### src/rtl/adma_chan_pkg.sv
package adma_chan_pkg;

  localparam int SR_W = 5;
  localparam int CR_W = 5;

  // status bit positions (software decodes them)
  localparam int SR_HALT     = 0;
  localparam int SR_CELV     = 1;
  localparam int SR_LAST_INT = 2;
  localparam int SR_CMPL_INT = 3;
  localparam int SR_FIFO_ERR = 4;

  // control bit positions
  localparam int CR_RUN     = 0;
  localparam int CR_RST     = 1;
  localparam int CR_LAST_IE = 2;
  localparam int CR_FIFO_IE = 3;
  localparam int CR_CMPL_IE = 4;

  localparam logic [CR_W-1:0] CR_KEEP_MASK = 5'b11100;
  localparam logic [SR_W-1:0] SR_RST_VAL   = 5'b00001;

  typedef enum logic [1:0] {
    WSEL_BASE  = 2'd0,
    WSEL_STAT  = 2'd1,
    WSEL_POS   = 2'd2,
    WSEL_SPARE = 2'd3
  } wsel_e;

  function automatic logic irq_of(input logic [SR_W-1:0] sr, input logic [CR_W-1:0] cr);
    return (sr[SR_LAST_INT] & cr[CR_LAST_IE]) | (sr[SR_CMPL_INT] & cr[CR_CMPL_IE]);
  endfunction

  function automatic logic [31:0] pack_stat(input logic [7:0] civ, input logic [7:0] lvi,
                                            input logic [SR_W-1:0] sr);
    return {11'd0, sr, lvi, civ};
  endfunction

  function automatic logic [31:0] pack_pos(input logic [15:0] picb, input logic [7:0] piv,
                                           input logic [CR_W-1:0] cr);
    return {3'd0, cr, piv, picb};
  endfunction

endpackage

### src/rtl/adma_bus_decode.sv
module adma_bus_decode
  import adma_chan_pkg::*;
#(
  parameter int IDX_W = 5,
  parameter int POS_W = 16
) (
  input  logic             bus_wr,
  input  logic [3:0]       bus_addr,
  input  logic [3:0]       bus_be,
  input  logic [31:0]      bus_wdata,
  input  logic             rst_cyc,
  input  logic [31:0]      base_q,
  input  logic [IDX_W-1:0] civ_q,
  input  logic [IDX_W-1:0] lvi_q,
  input  logic [IDX_W-1:0] piv_q,
  input  logic [POS_W-1:0] picb_q,
  input  logic [SR_W-1:0]  sr_q,
  input  logic [CR_W-1:0]  cr_q,
  output logic [3:0]       wr_base_be,
  output logic             wr_lvi,
  output logic [IDX_W-1:0] lvi_wdata,
  output logic [2:0]       sr_clr,
  output logic             wr_cr,
  output logic [CR_W-1:0]  cr_wdata,
  output logic [31:0]      bus_rdata
);

  wsel_e wsel;
  logic  aligned;
  logic  wr_ok;
  logic  unused_wdata;

  assign wsel    = wsel_e'(bus_addr[3:2]);
  assign aligned = (bus_addr[1:0] == 2'b00);
  assign wr_ok   = bus_wr & aligned & ~rst_cyc;

  assign wr_base_be = (wr_ok && wsel == WSEL_BASE) ? bus_be : 4'b0000;
  assign wr_lvi     = wr_ok && wsel == WSEL_STAT && bus_be[1];
  assign lvi_wdata  = IDX_W'(bus_wdata[15:8]);
  assign sr_clr     = (wr_ok && wsel == WSEL_STAT && bus_be[2]) ? bus_wdata[20:18] : 3'b000;
  assign wr_cr      = wr_ok && wsel == WSEL_POS && bus_be[3];
  assign cr_wdata   = bus_wdata[28:24];

  assign unused_wdata = ^{bus_wdata[31:29], bus_wdata[23:21], bus_wdata[17:16], bus_wdata[7:0]};

  always_comb begin
    bus_rdata = 32'd0;
    if (aligned) begin
      unique case (wsel)
        WSEL_BASE:  bus_rdata = base_q;
        WSEL_STAT:  bus_rdata = pack_stat(8'(civ_q), 8'(lvi_q), sr_q);
        WSEL_POS:   bus_rdata = pack_pos(16'(picb_q), 8'(piv_q), cr_q);
        WSEL_SPARE: bus_rdata = 32'd0;
        default:    bus_rdata = 32'd0;
      endcase
    end
  end

endmodule

### src/rtl/adma_index_unit.sv
module adma_index_unit #(
  parameter int IDX_W      = 5,
  parameter int POS_W      = 16,
  parameter int BASE_ALIGN = 3
) (
  input  logic             clk,
  input  logic             rst_n,
  input  logic             rst_cyc,
  input  logic [3:0]       wr_base_be,
  input  logic [31:0]      base_wdata,
  input  logic             wr_lvi,
  input  logic [IDX_W-1:0] lvi_wdata,
  input  logic             nxt_ev,
  input  logic [POS_W-1:0] nxt_len,
  input  logic             smp_tick,
  output logic [31:0]      base_q,
  output logic [IDX_W-1:0] civ_q,
  output logic [IDX_W-1:0] lvi_q,
  output logic [IDX_W-1:0] piv_q,
  output logic [POS_W-1:0] picb_q,
  output logic             idx_hit
);

  localparam logic [31:0] ALIGN_MASK = ~((32'd1 << BASE_ALIGN) - 32'd1);

  function automatic logic [IDX_W-1:0] step_idx(input logic [IDX_W-1:0] i);
    return i + 1'b1;
  endfunction

  function automatic logic [POS_W-1:0] count_down(input logic [POS_W-1:0] p);
    return (p == '0) ? p : p - 1'b1;
  endfunction

  logic [31:0] base_nxt;

  for (genvar b = 0; b < 4; b++) begin : g_base_byte
    assign base_nxt[8*b +: 8] = wr_base_be[b] ? base_wdata[8*b +: 8] : base_q[8*b +: 8];
  end

  assign idx_hit = (civ_q == lvi_q);

  always_ff @(posedge clk or negedge rst_n) begin
    if (!rst_n) begin
      base_q <= '0;
      civ_q  <= '0;
      lvi_q  <= '0;
      piv_q  <= '0;
      picb_q <= '0;
    end else if (rst_cyc) begin
      base_q <= '0;
      civ_q  <= '0;
      lvi_q  <= '0;
      piv_q  <= '0;
      picb_q <= '0;
    end else begin
      base_q <= base_nxt & ALIGN_MASK;
      if (wr_lvi) lvi_q <= lvi_wdata;
      if (nxt_ev) begin
        civ_q  <= piv_q;
        piv_q  <= step_idx(piv_q);
        picb_q <= nxt_len;
      end else if (smp_tick) begin
        picb_q <= count_down(picb_q);
      end
    end
  end

endmodule

### src/rtl/adma_ctrl_status.sv
module adma_ctrl_status
  import adma_chan_pkg::*;
(
  input  logic            clk,
  input  logic            rst_n,
  input  logic            wr_cr,
  input  logic [CR_W-1:0] cr_wdata,
  input  logic [2:0]      sr_clr,
  input  logic            wr_lvi,
  input  logic            nxt_ev,
  input  logic            done_stb,
  input  logic            done_ioc,
  input  logic            idx_hit,
  input  logic            fifo_err,
  output logic [CR_W-1:0] cr_q,
  output logic [SR_W-1:0] sr_q,
  output logic            rst_cyc,
  output logic            last_hit_ev,
  output logic            irq
);

  logic [2:0]      int_set;
  logic            celv_clr;
  logic [SR_W-1:0] sr_nxt;

  assign rst_cyc     = cr_q[CR_RST];
  assign last_hit_ev = done_stb & idx_hit;
  assign int_set     = {fifo_err, done_stb & done_ioc, last_hit_ev};
  assign celv_clr    = wr_lvi | nxt_ev;

  always_comb begin
    sr_nxt             = sr_q;
    sr_nxt[SR_HALT]    = ~cr_q[CR_RUN];
    sr_nxt[4:2]        = (sr_q[4:2] & ~sr_clr) | int_set;
    if (last_hit_ev)   sr_nxt[SR_CELV] = 1'b1;
    else if (celv_clr) sr_nxt[SR_CELV] = 1'b0;
  end

  always_ff @(posedge clk or negedge rst_n) begin
    if (!rst_n) begin
      cr_q <= '0;
      sr_q <= SR_RST_VAL;
    end else begin
      sr_q <= sr_nxt;
      if (rst_cyc)    cr_q <= cr_q & CR_KEEP_MASK;
      else if (wr_cr) cr_q <= cr_wdata;
    end
  end

  assign irq = irq_of(sr_q, cr_q);

endmodule

### src/rtl/adma_chan_regs.sv
module adma_chan_regs
  import adma_chan_pkg::*;
#(
  parameter int IDX_W      = 5,
  parameter int POS_W      = 16,
  parameter int BASE_ALIGN = 3
) (
  input  logic             clk,
  input  logic             rst_n,
  input  logic             bus_wr,
  input  logic [3:0]       bus_addr,
  input  logic [3:0]       bus_be,
  input  logic [31:0]      bus_wdata,
  output logic [31:0]      bus_rdata,
  input  logic             nxt_buf,
  input  logic [POS_W-1:0] nxt_len,
  input  logic             smp_tick,
  input  logic             done_stb,
  input  logic             done_ioc,
  input  logic             fifo_err,
  output logic             irq
);

  logic [31:0]      base_q;
  logic [IDX_W-1:0] civ_q, lvi_q, piv_q, lvi_wdata;
  logic [POS_W-1:0] picb_q;
  logic [SR_W-1:0]  sr_q;
  logic [CR_W-1:0]  cr_q, cr_wdata;
  logic [3:0]       wr_base_be;
  logic [2:0]       sr_clr;
  logic             wr_lvi, wr_cr, rst_cyc, nxt_ev, smp_ev, idx_hit, last_hit_ev;

  assign nxt_ev = nxt_buf & ~rst_cyc;
  assign smp_ev = smp_tick & ~rst_cyc;

  adma_bus_decode #(.IDX_W(IDX_W), .POS_W(POS_W)) u_dec (
    .bus_wr(bus_wr), .bus_addr(bus_addr), .bus_be(bus_be), .bus_wdata(bus_wdata),
    .rst_cyc(rst_cyc), .base_q(base_q), .civ_q(civ_q), .lvi_q(lvi_q), .piv_q(piv_q),
    .picb_q(picb_q), .sr_q(sr_q), .cr_q(cr_q), .wr_base_be(wr_base_be), .wr_lvi(wr_lvi),
    .lvi_wdata(lvi_wdata), .sr_clr(sr_clr), .wr_cr(wr_cr), .cr_wdata(cr_wdata),
    .bus_rdata(bus_rdata)
  );

  adma_index_unit #(.IDX_W(IDX_W), .POS_W(POS_W), .BASE_ALIGN(BASE_ALIGN)) u_idx (
    .clk(clk), .rst_n(rst_n), .rst_cyc(rst_cyc), .wr_base_be(wr_base_be),
    .base_wdata(bus_wdata), .wr_lvi(wr_lvi), .lvi_wdata(lvi_wdata), .nxt_ev(nxt_ev),
    .nxt_len(nxt_len), .smp_tick(smp_ev), .base_q(base_q), .civ_q(civ_q), .lvi_q(lvi_q),
    .piv_q(piv_q), .picb_q(picb_q), .idx_hit(idx_hit)
  );

  adma_ctrl_status u_cs (
    .clk(clk), .rst_n(rst_n), .wr_cr(wr_cr), .cr_wdata(cr_wdata), .sr_clr(sr_clr),
    .wr_lvi(wr_lvi), .nxt_ev(nxt_ev), .done_stb(done_stb), .done_ioc(done_ioc),
    .idx_hit(idx_hit), .fifo_err(fifo_err), .cr_q(cr_q), .sr_q(sr_q), .rst_cyc(rst_cyc),
    .last_hit_ev(last_hit_ev), .irq(irq)
  );

endmodule

### config.mk
export PLATFORM = sky130hd
export DESIGN_NAME = adma_chan_regs
export DESIGN_NICKNAME = d
export VERILOG_FILES = /design/src/rtl/adma_chan_pkg.sv /design/src/rtl/adma_bus_decode.sv /design/src/rtl/adma_index_unit.sv /design/src/rtl/adma_ctrl_status.sv /design/src/rtl/adma_chan_regs.sv
export SDC_FILE = /design/constraint.sdc
export NUM_CORES = 1
export LEC_CHECK = 0
export ABC_AREA = 1
export BUFFER_PORTS_ARGS = -buffer_cell sky130_fd_sc_hd__buf_4
export CAP_MARGIN = 20
export CORE_MARGIN = 2
export CORE_UTILIZATION = 55
export CTS_BUF_LIST = sky130_fd_sc_hd__clkbuf_8 sky130_fd_sc_hd__clkbuf_16
export CTS_CLUSTER_SIZE = 14
export DETAILED_ROUTE_END_ITERATION = 16
export PLACE_DENSITY_LB_ADDON = 0.12
export SLEW_MARGIN = 0
export SYNTH_ARGS = -nofsm -noshare
export SYNTH_HDL_FRONTEND = slang
export SYNTH_SLANG_ARGS = --single-unit
### constraint.sdc
create_clock -name clk -period 2.6 [get_ports clk]
set_input_delay 0.13 -clock clk [delete_from_list [all_inputs] [get_ports clk]]
set_output_delay 0.13 -clock clk [all_outputs]
set_load 0.1 [all_outputs]
# Yosys cells after proc, flatten, opt, wreduce, memory -nomap -nowiden
# Index checks and enable logic that the tools add are counted.
totals:
  reg_bits: 73
  input_bits: 64
  out_inout_bits: 33
  elab_cells: 79
op_classes:
  add_sub_neg: 2
  n_eq_ne: 5
  muxes: 23
  bitwise: 15
  reduce_logical: 20
ops:
  columns: ["op", "count"]
  rows:
  - ["$pmux 32 s4", 1]
  - ["$mux 16", 4]
  - ["$mux 32", 2]
  - ["$mux 8", 4]
  - ["$mux 5", 6]
  - ["$logic_not 16->1", 1]
  - ["$reduce_bool 2->1", 8]
  - ["$sub 16x1->16 const B", 1]
  - ["$and 1x1->1", 8]
  - ["$logic_and 1x1->1", 6]
  - ["$add 5x1->5 const B", 1]
  - ["$eq 5x5->1", 1]
  - ["$eq 2x2->1 const B", 2]
  - ["$logic_not 2->1", 2]
  - ["$mux 2", 2]
  - ["$mux 4", 1]
  - ["$reduce_and 2->1", 2]
  - ["$and 3x3->3", 1]
  - ["$mux 3", 1]
  - ["$ne 3x1->1 const B", 1]
  - ["$not 3->3", 1]
  - ["$or 3x3->3", 1]
  - ["$reduce_bool 3->1", 1]
  - ["$eq 2x1->1 const B", 1]
  - ["3 further kinds", 6]

# Depth between registers and ports, before layout
# Gate-level depths: netlist of the first run.
depth:
  ltp_word: 9
  depth_mapped: 10
  ltp_nobuf: 10

# By module
# A second synthesis of the first run with hierarchy kept.
unflattened:
  cells_unflattened: 644
  hier_area_um2: 4438.0
by_module_without_submodules:
  columns: ["module", "instances", "cells_each", "area_each_um2", "seq_area_each_um2"]
  rows:
  - ["adma_index_unit", 1, 407, 3126.7, 1501.4]
  - ["adma_bus_decode", 1, 189, 899.6, 0.0]
  - ["adma_ctrl_status", 1, 44, 396.6, 251.5]
  - ["adma_chan_regs", 1, 4, 15.0, 0.0]

# Worst setup path before layout of the first run
# OpenSTA, ideal clock, no wires.
synth_path:
  kind: "input to output"
  start: "in bus_addr[3]"
  end: "out bus_rdata[21]"
  arrival_ns: 2.641
  t_required_ns: 2.470
  slack_ns: -0.171
  path_stages: 4
  path_buffers: 1
  cell_sequence: "inv_2 > nand2_1 > clkbuf_1 > nor3_1"
synth_between:
  elab_chain_cells: 3
  word_cells_on_any_way: 6
  cone_classes: "eq/ne (3); mux (2); reduce/logical (1)"
synth_rtl:
  columns: ["item", "line_no", "source"]
  rows:
  - ["start: declaration", "adma_chan_regs.sv:11", "input logic [3:0] bus_addr,"]
  - ["$eq 2x2->1 (tied with other cells)", "adma_bus_decode.sv:49", "unique case (wsel)"]
  - ["$pmux 32 s4 (*)", "adma_bus_decode.sv:49", null]
  - ["$mux 32 (*)", "adma_bus_decode.sv:48", "if (aligned) begin"]
  - ["end: declaration", "adma_chan_regs.sv:14", "output logic [31:0] bus_rdata,"]
# Every way passes the cells marked *; elsewhere a longest branch is shown, timed or not.

# Worst setup path in the final report of the first run
layout_path:
  start: "reg u_idx.picb_q[0]"
  end: "reg u_idx.picb_q[11]"
layout_between:
  elab_chain_cells: 5
  word_cells_on_any_way: 8
  cone_classes: "add/sub (1); eq/ne (1); mux (4); reduce/logical (2)"
layout_rtl:
  columns: ["item", "line_no", "source"]
  rows:
  - ["start: declaration", "adma_index_unit.sv:20", "output logic [POS_W-1:0] picb_q,"]
  - ["start signal: assignment", "adma_index_unit.sv:61", "picb_q <= nxt_len;"]
  - ["start signal: assignment", "adma_index_unit.sv:63", "picb_q <= count_down(picb_q);"]
  - ["$sub 16x1->16", "adma_index_unit.sv:31", "return (p == '0) ? p : p - 1'b1;"]
  - ["$mux 16", "adma_index_unit.sv:31", null]
  - ["$mux 16", "adma_index_unit.sv:62", "end else if (smp_tick) begin"]
  - ["$mux 16", "adma_index_unit.sv:58", "if (nxt_ev) begin"]
  - ["$mux 16", "adma_index_unit.sv:49", "end else if (rst_cyc) begin"]
# Several ways; a longest one is shown, not always the timed one. The select of a mux whose other input is x is not followed.
# A chain may end at the register's enable or synchronous reset.

==> results of run 1 <==
cells in the mapped netlist (all sizes together):
cell,number,area [um^2]
nor3,8,40.0
nand4,1,6.26
inv,92,348
xnor2,2,17.5
ha,2,25.0
clkbuf,12,45.0
nand3,53,283
a22o,1,8.76
a21oi,20,100
buf,6,45.0
nor3b,1,7.51
a31oi,1,6.26
nand2,166,646
dfrtp,69,1730
o22ai,20,125
nor2,42,201
o221ai,3,26.3
o21ai,66,342
dfstp,1,26.3
metrics by stage:
stage               cells  utilization [%]  instance area, um^2  setup TNS (ns)
floorplan             566                -                 4030           -1.02
global placement      746             66.9                 4800               0
detailed placement    746             66.9                 4800               0
CTS                   765             70.4                 5050               0
global route          765             70.4                 5050               0
finish                765             70.4                 5050               0
flip-flops by register name (all words and copies together) (netlist names):
name	cells
u_idx.base_q	29
u_idx.picb_q	16
u_cs.cr_q	5
u_cs.sr_q	5
u_idx.civ_q	5
u_idx.lvi_q	5
u_idx.piv_q	5
layout make-up:
type / instances / area [um^2] / share of cell area (%)
Clock inverter: 6 / 85.1 / 1.68
Clock buffer: 10 / 138 / 2.72
Timing Repair Buffer: 102 / 773 / 15.3
Tap cell: 99 / 124 / 2.45
Multi-Input combinational cell: 386 / 1830 / 36.3
Inverter: 92 / 348 / 6.88
Sequential cell: 70 / 1750 / 34.7
worst max path at each step:
stage               startpoint               end  slack (ns)  cells after the start
3_5_place_dp   u_idx.picb_q[0]   u_idx.picb_q[8]        0.62                      9
4_1_cts        u_idx.picb_q[0]  u_idx.picb_q[11]        0.60                      9
5_1_grt        u_idx.picb_q[0]   u_idx.picb_q[1]        0.46                      9
6_report       u_idx.picb_q[0]  u_idx.picb_q[11]        0.58                      9
3_3_place_gp   u_idx.picb_q[0]  u_idx.picb_q[11]        0.67                      9
2_1_floorplan      bus_addr[3]     bus_rdata[21]       -0.17                      4
critical path, delay by kind of cell, from the launching register on:
kind | cells | cell delay (ns)
buf+inv | 1 | 0.09
fa+ha+maj | 1 | 0.22
simple gates | 6 | 0.78
compound gates | 1 | 0.41
flops | 1 | 0.41
logic make-up after synthesis:
kind of cell    count (synthesis)  synth area share, %
simple gates                  271                 29.4
compound gates                111                 15.1
buf+inv                       110                 10.9
flops                          70                 43.6
xor+xnor                        2                0.435
fa+ha+maj                       2                0.622
metal layers:
layer | global-route usage, % | part of all wire [%] | routed length, um | vias up
li1 | - | - | - | 2004
met1 | 39.4 | 44 | 4790 | 1922
met2 | 47.0 | 47 | 5100 | 167
met3 | 4.99 | 7.1 | 775 | 16
met4 | 9.09 | 1.8 | 194 | 0
met5 | 0 | 0 | 0 | -
report_power, final:
| group | leakage, nW | internal, mW | switching [mW] |
|---|---|---|---|
| clock network | 0.108 | 0.563 | 0.427 |
| registers | 0.874 | 1.33 | 0.174 |
| logic | 1.69 | 0.346 | 0.664 |
| total | 2.67 | 2.23 | 1.27 |
==> impl_metrics.tcl, run 1 <==
set metrics [dict create \
    layout_common_cells "nand2_1, buf_4, inv_1, dfrtp_1, nand3_1" \
    ys_seq_area_share_pct 43.5 \
    die_height_um 89.5 \
    rows 31 \
    max_freq_mhz 496 \
    grt_start_max_net_pins 71 \
    cp.required_ns 2.83 \
    worstReg2RegEnd "u_idx.picb_q[11]" \
    slowest_stage "dfrtp_1" \
    powerDensity_nw_per_um2 692 \
    initial_core_util_pct 56.1 \
    status "completed" \
    start_kind "flip-flop" \
    period_share_pct 77.5 \
    fp.dieW_um 89.5 \
    synth_area_um2 4030 \
    vdd_ir_drop_max_uv 436 \
    gp_congestion 0.915 \
    synthDistinctLibCells 32 \
    yosys_warnings 0 \
    layout.nets 727 \
    routedWlPerCell_um 14.2 \
    dp_hpwl_mm 7.82 \
    hold_path_depth 3 \
    core_area_um2 7180 \
    synth_seq_cells 70 \
    drt_iter0_drc 307 \
    drive_gt1_share_pct 21.8 \
    cts_root_buf "clkbuf_8" \
    hold_path.class "in2reg" \
    leakagePower_nw 2.67 \
    num_vias 4109 \
    vias_per_cell 5.37 \
    cp_max_fo 16 \
    area_delta_synth_final_pct 25.6 \
    n_antenna_cell 0 \
    synth.avg_cell_area_um2 7.11 \
    boundaryPins 97 \
    path_cells "inv_1 -> ha_1 -> nand2_2 -> nor2_8 -> nand3_4 -> o21ai_4 -> nand2_4 -> nand2_1 -> nand2_1" \
    crit_path_frequent_cell "nand2_1" \
    grt-ovfl-total 0 \
    min_to "u_cs.sr_q[3]" \
    postRouteAntennaNets 0 \
    grt_first_pass_wirelength_mm 17.8 \
    path_clk_slew_ns 0.08 \
    worstMarginPinSlew_ns 0.899 \
    final_common_cell "nand2_1" \
    grt_antenna_before_repair 0 \
    cts.htree.levels 3 \
    port_buffers 93 \
    path_class "reg2reg" \
    track_usage_pct 28.9 \
    critPathMaxStageDelay_ns 0.41 \
    cts_setup_buffers 0 \
    p_total_mw 3.50 \
    hold_buffers 3 \
    relSlewSlack_pct 40.1 \
    layout_min_cycle_time_ns 2.02 \
    first_pass_iters 5 \
    hp-start "done_stb" \
    cts_tree "built" \
    setup_viol 0 \
    fin_skew_ns 0.00637 \
    dieArea_um2 8020 \
    cap_violations 0 \
    cts-resized-gates 0 \
    syn_inst 566 \
    final_max_slew_viol_count 0 \
    cp_data_arrival_time_ns 2.25 \
    syn-num-nets 632 \
    rsz0062_at_grt "false" \
    drt-total-wl_mm 10.9 \
    cts_sinks 70 \
    worst_slack_ns 0.584 \
    drc 0 \
    fin_hold_ws_ns 0.00630 \
    clock_path_buffers 2 \
    place_ws_ns 0.617 \
    fillCellCount 650 \
    rr_startpoint "u_idx.picb_q[0]" \
    cts_inserted_buffers 9 \
    grt_pass1_vias 3838 \
    hold_viol 0 \
    r2r_cells 9 \
    endpoint_kind "flip-flop" \
    worstSkewPairLatency_ns 0.35 \
    r2r_setup_slack_ns 0.58 \
]
(Power assumes the default switching activity.)
==> run 2, diff against run 1 <==
--- a/config.mk
+++ b/config.mk
@@ -5,11 +5,11 @@
 export SDC_FILE = /design/constraint.sdc
 export NUM_CORES = 1
 export LEC_CHECK = 0
-export ABC_AREA = 1
+export ABC_AREA = 0
 export BUFFER_PORTS_ARGS = -buffer_cell sky130_fd_sc_hd__buf_4
 export CAP_MARGIN = 20
 export CORE_MARGIN = 2
-export CORE_UTILIZATION = 55
+export CORE_UTILIZATION = 54
 export CTS_BUF_LIST = sky130_fd_sc_hd__clkbuf_8 sky130_fd_sc_hd__clkbuf_16
 export CTS_CLUSTER_SIZE = 14
 export DETAILED_ROUTE_END_ITERATION = 16
==> constraint.sdc (replaced) <==
create_clock -name clk -period 1.9 [get_ports clk]
set_input_delay 0.095 -clock clk [delete_from_list [all_inputs] [get_ports clk]]
set_output_delay 0.095 -clock clk [all_outputs]
set_load 0.1 [all_outputs]
==> run 2 against run 1 <==
Compared with the run above:
- non-clock buffer count rose by 60
- maximum frequency up 0.55%
- the flow now finishes with violations (negative setup slack)
- largest power group unchanged
- utilization rose by 9.1 points
==> impl_metrics.tcl, run 2 <==
set metrics [dict create \
    synth_top_area_cell "dfrtp_1" \
    utilization_pct 79.6 \
    grt_first_pass_wirelength_mm 18.5 \
    syn_inst 439 \
    drt_iter0_drc 243 \
    drc 0 \
    syn-num-nets 505 \
    area_delta_synth_final_pct 44.5 \
    n_antenna_cell 0 \
    design_area_um2 5710 \
    violations "negative setup slack" \
    fp.dieW_um 89.6 \
    cts_root_buf "clkbuf_8" \
    num_vias 3860 \
    synthAdderAreaFrac_pct 0.633 \
    rows 31 \
    layout_min_cycle_time_ns 2.01 \
    grt_antenna_before_repair 0 \
    netlist.area_leader.share_pct 43.7 \
    cts.htree.levels 3 \
    p_total_mw 4.79 \
    worst_slack_ns -0.105 \
    synth_compound_area_share_pct 10.5 \
    largest_register_ffs 29 \
    port_buffers 93 \
    cp_data_arrival_time_ns 2.25 \
    synthSimpleGateAreaFrac_pct 27.1 \
    fillCellCount 497 \
    cts_inserted_buffers 9 \
    final_max_slew_viol_count 0 \
    yosys_warnings 0 \
    grt_start_max_net_pins 33 \
    synth_area_leaders "dfrtp_1, mux2i_1, nor2_1" \
    leakagePower_nw 2.68 \
    path_clk_slew_ns 0.09 \
    path_class "reg2reg" \
    postRouteAntennaNets 0 \
    start_kind "flip-flop" \
    grt_pass1_vias 3763 \
    synthDistinctLibCells 52 \
    cts_sinks 70 \
    synth_xor_area_share_pct 3.55 \
    drt-total-wl_mm 11.7 \
    top_register "u_idx.base_q" \
    dieArea_um2 8020 \
    synth.avg_cell_area_um2 9.00 \
    final_common_cell "buf_4" \
    cp.required_ns 2.14 \
    multi_input_area_um2 2280 \
    routedWlPerCell_um 17.1 \
    synth_area_um2 3950 \
    vdd_ir_drop_max_uv 443 \
    core_area_um2 7180 \
    fin_skew_ns 0.0121 \
    max_freq_mhz 499 \
    worstSkewPairLatency_ns 0.35 \
    clock_path_buffers 2 \
    grt-ovfl-total 0 \
    synth_seq_cells 70 \
    layout.nets 651 \
    seq_area_um2 1750 \
    place_ws_ns -0.100 \
    drive_gt1_share_pct 34.6 \
    powerDensity_nw_per_um2 839 \
    period_share_pct 106 \
    setup_tns_ns -0.273 \
    cp_max_fo 4 \
    yosysMostFrequentCell "nor2_1" \
    top_regs "u_idx.base_q x29, u_idx.picb_q x16" \
    muxShareOfSynthArea_pct 10.2 \
    synthTopCellsByCount "nor2_1, dfrtp_1, nand2_1" \
    stdcell_count 689 \
    rr_startpoint "u_idx.picb_q[14]" \
    track_usage_pct 30.4 \
    setup_viol 5 \
    synth_edf_count 0 \
    dp_hpwl_mm 8.17 \
    hold_viol 0 \
    fin_hold_ws_ns 0.0109 \
    relSlewSlack_pct 65.2 \
    place_area_um2 5130 \
    endpoint_kind "flip-flop" \
    hp-start "bus_wdata[24]" \
    die_height_um 89.6 \
    rsz0062_at_grt "true" \
    hold_path.class "in2reg" \
    post-place-cells 641 \
    async_flop_share_pct 100 \
    synth_ff_type "dfrtp_1" \
    gp_congestion 0.863 \
    cap_violations 0 \
    first_pass_iters 5 \
    initial_core_util_pct 55.1 \
    cts_tree "built" \
    synth_top_family_by_area "simple AND/OR/NAND/NOR gates" \
    boundaryPins 97 \
    crit_start "u_idx.picb_q[14]" \
    worstMarginPinSlew_ns 0.518 \
    ys_seq_area_share_pct 44.3 \
    layout_common_cells "buf_4, dfrtp_1, nand2_1, nor2_1, mux2i_1" \
    status "finished with violations" \
    vias_per_cell 5.60 \
]
-- run 2: power breakdown --
part,switching (mW),internal (mW),total [mW],leakage (nW)
Clock,0.609,0.611,1.22,0.0996
Combinational,0.849,0.621,1.47,1.71
Sequential,0.300,1.80,2.10,0.867
-- run 2: cell type report --
type	count	share of cell area (%)
Timing Repair Buffer	162	23.3
Inverter	7	0.460
Clock inverter	7	1.29
Clock buffer	9	2.17
Tap cell	99	2.17
Multi-Input combinational cell	335	39.9
Sequential cell	70	30.7
-- run 2: worst paths after layout --
| check | endpoint | slack, ns | cells past startpoint |
|---|---|---|---|
| worst max register to register | u_idx.picb_q[15] | -0.11 | 5 |
| min in group asynchronous | u_idx.civ_q[0] | 0.23 | 2 |
| max in group asynchronous | u_cs.sr_q[0] | 1.10 | 3 |
| worst min-delay path | u_cs.cr_q[0] | 0.01 | 3 |
| worst max-delay path | u_idx.picb_q[15] | -0.11 | 5 |
| worst min register to register | u_cs.sr_q[0] | 0.43 | 1 |
-- run 2: cell families after synthesis --
| group | count (synthesis) |
|---|---|
| buffers and inverters | 34 |
| flip-flops | 70 |
| adder cells (fa/ha/maj) | 2 |
| XOR/XNOR | 16 |
| AO/OA/AOI/OAI | 62 |
| AND/OR/NAND/NOR | 215 |
| multiplexers | 40 |
-- run 2: layer usage --
metal | vias to the layer above | GRT usage [%] | wire [um]
met2 | 131 | 50.1 | 5930
met3 | 18 | 5.36 | 690
met1 | 1869 | 40.6 | 4910
met5 | - | 0 | 0
met4 | 0 | 10.2 | 216
li1 | 1842 | - | -
-- run 2: timing repair --
action	CTS	global route
pin swaps	0	6
setup endpoints to repair	5	16
buffers inserted	2	1
gates resized for setup	3	13
hold buffers	29	0
endpoints found under the hold margin	60	0
cloned	0	0
-- run 2: critical path, stage by stage, from the launching register on --
cell and delay [ns]:
dfrtp_1 0.39, or3_4 0.40, or4_4 0.55, o21ai_4 0.19, a22oi_1 0.11, o2bb2a_2 0.26
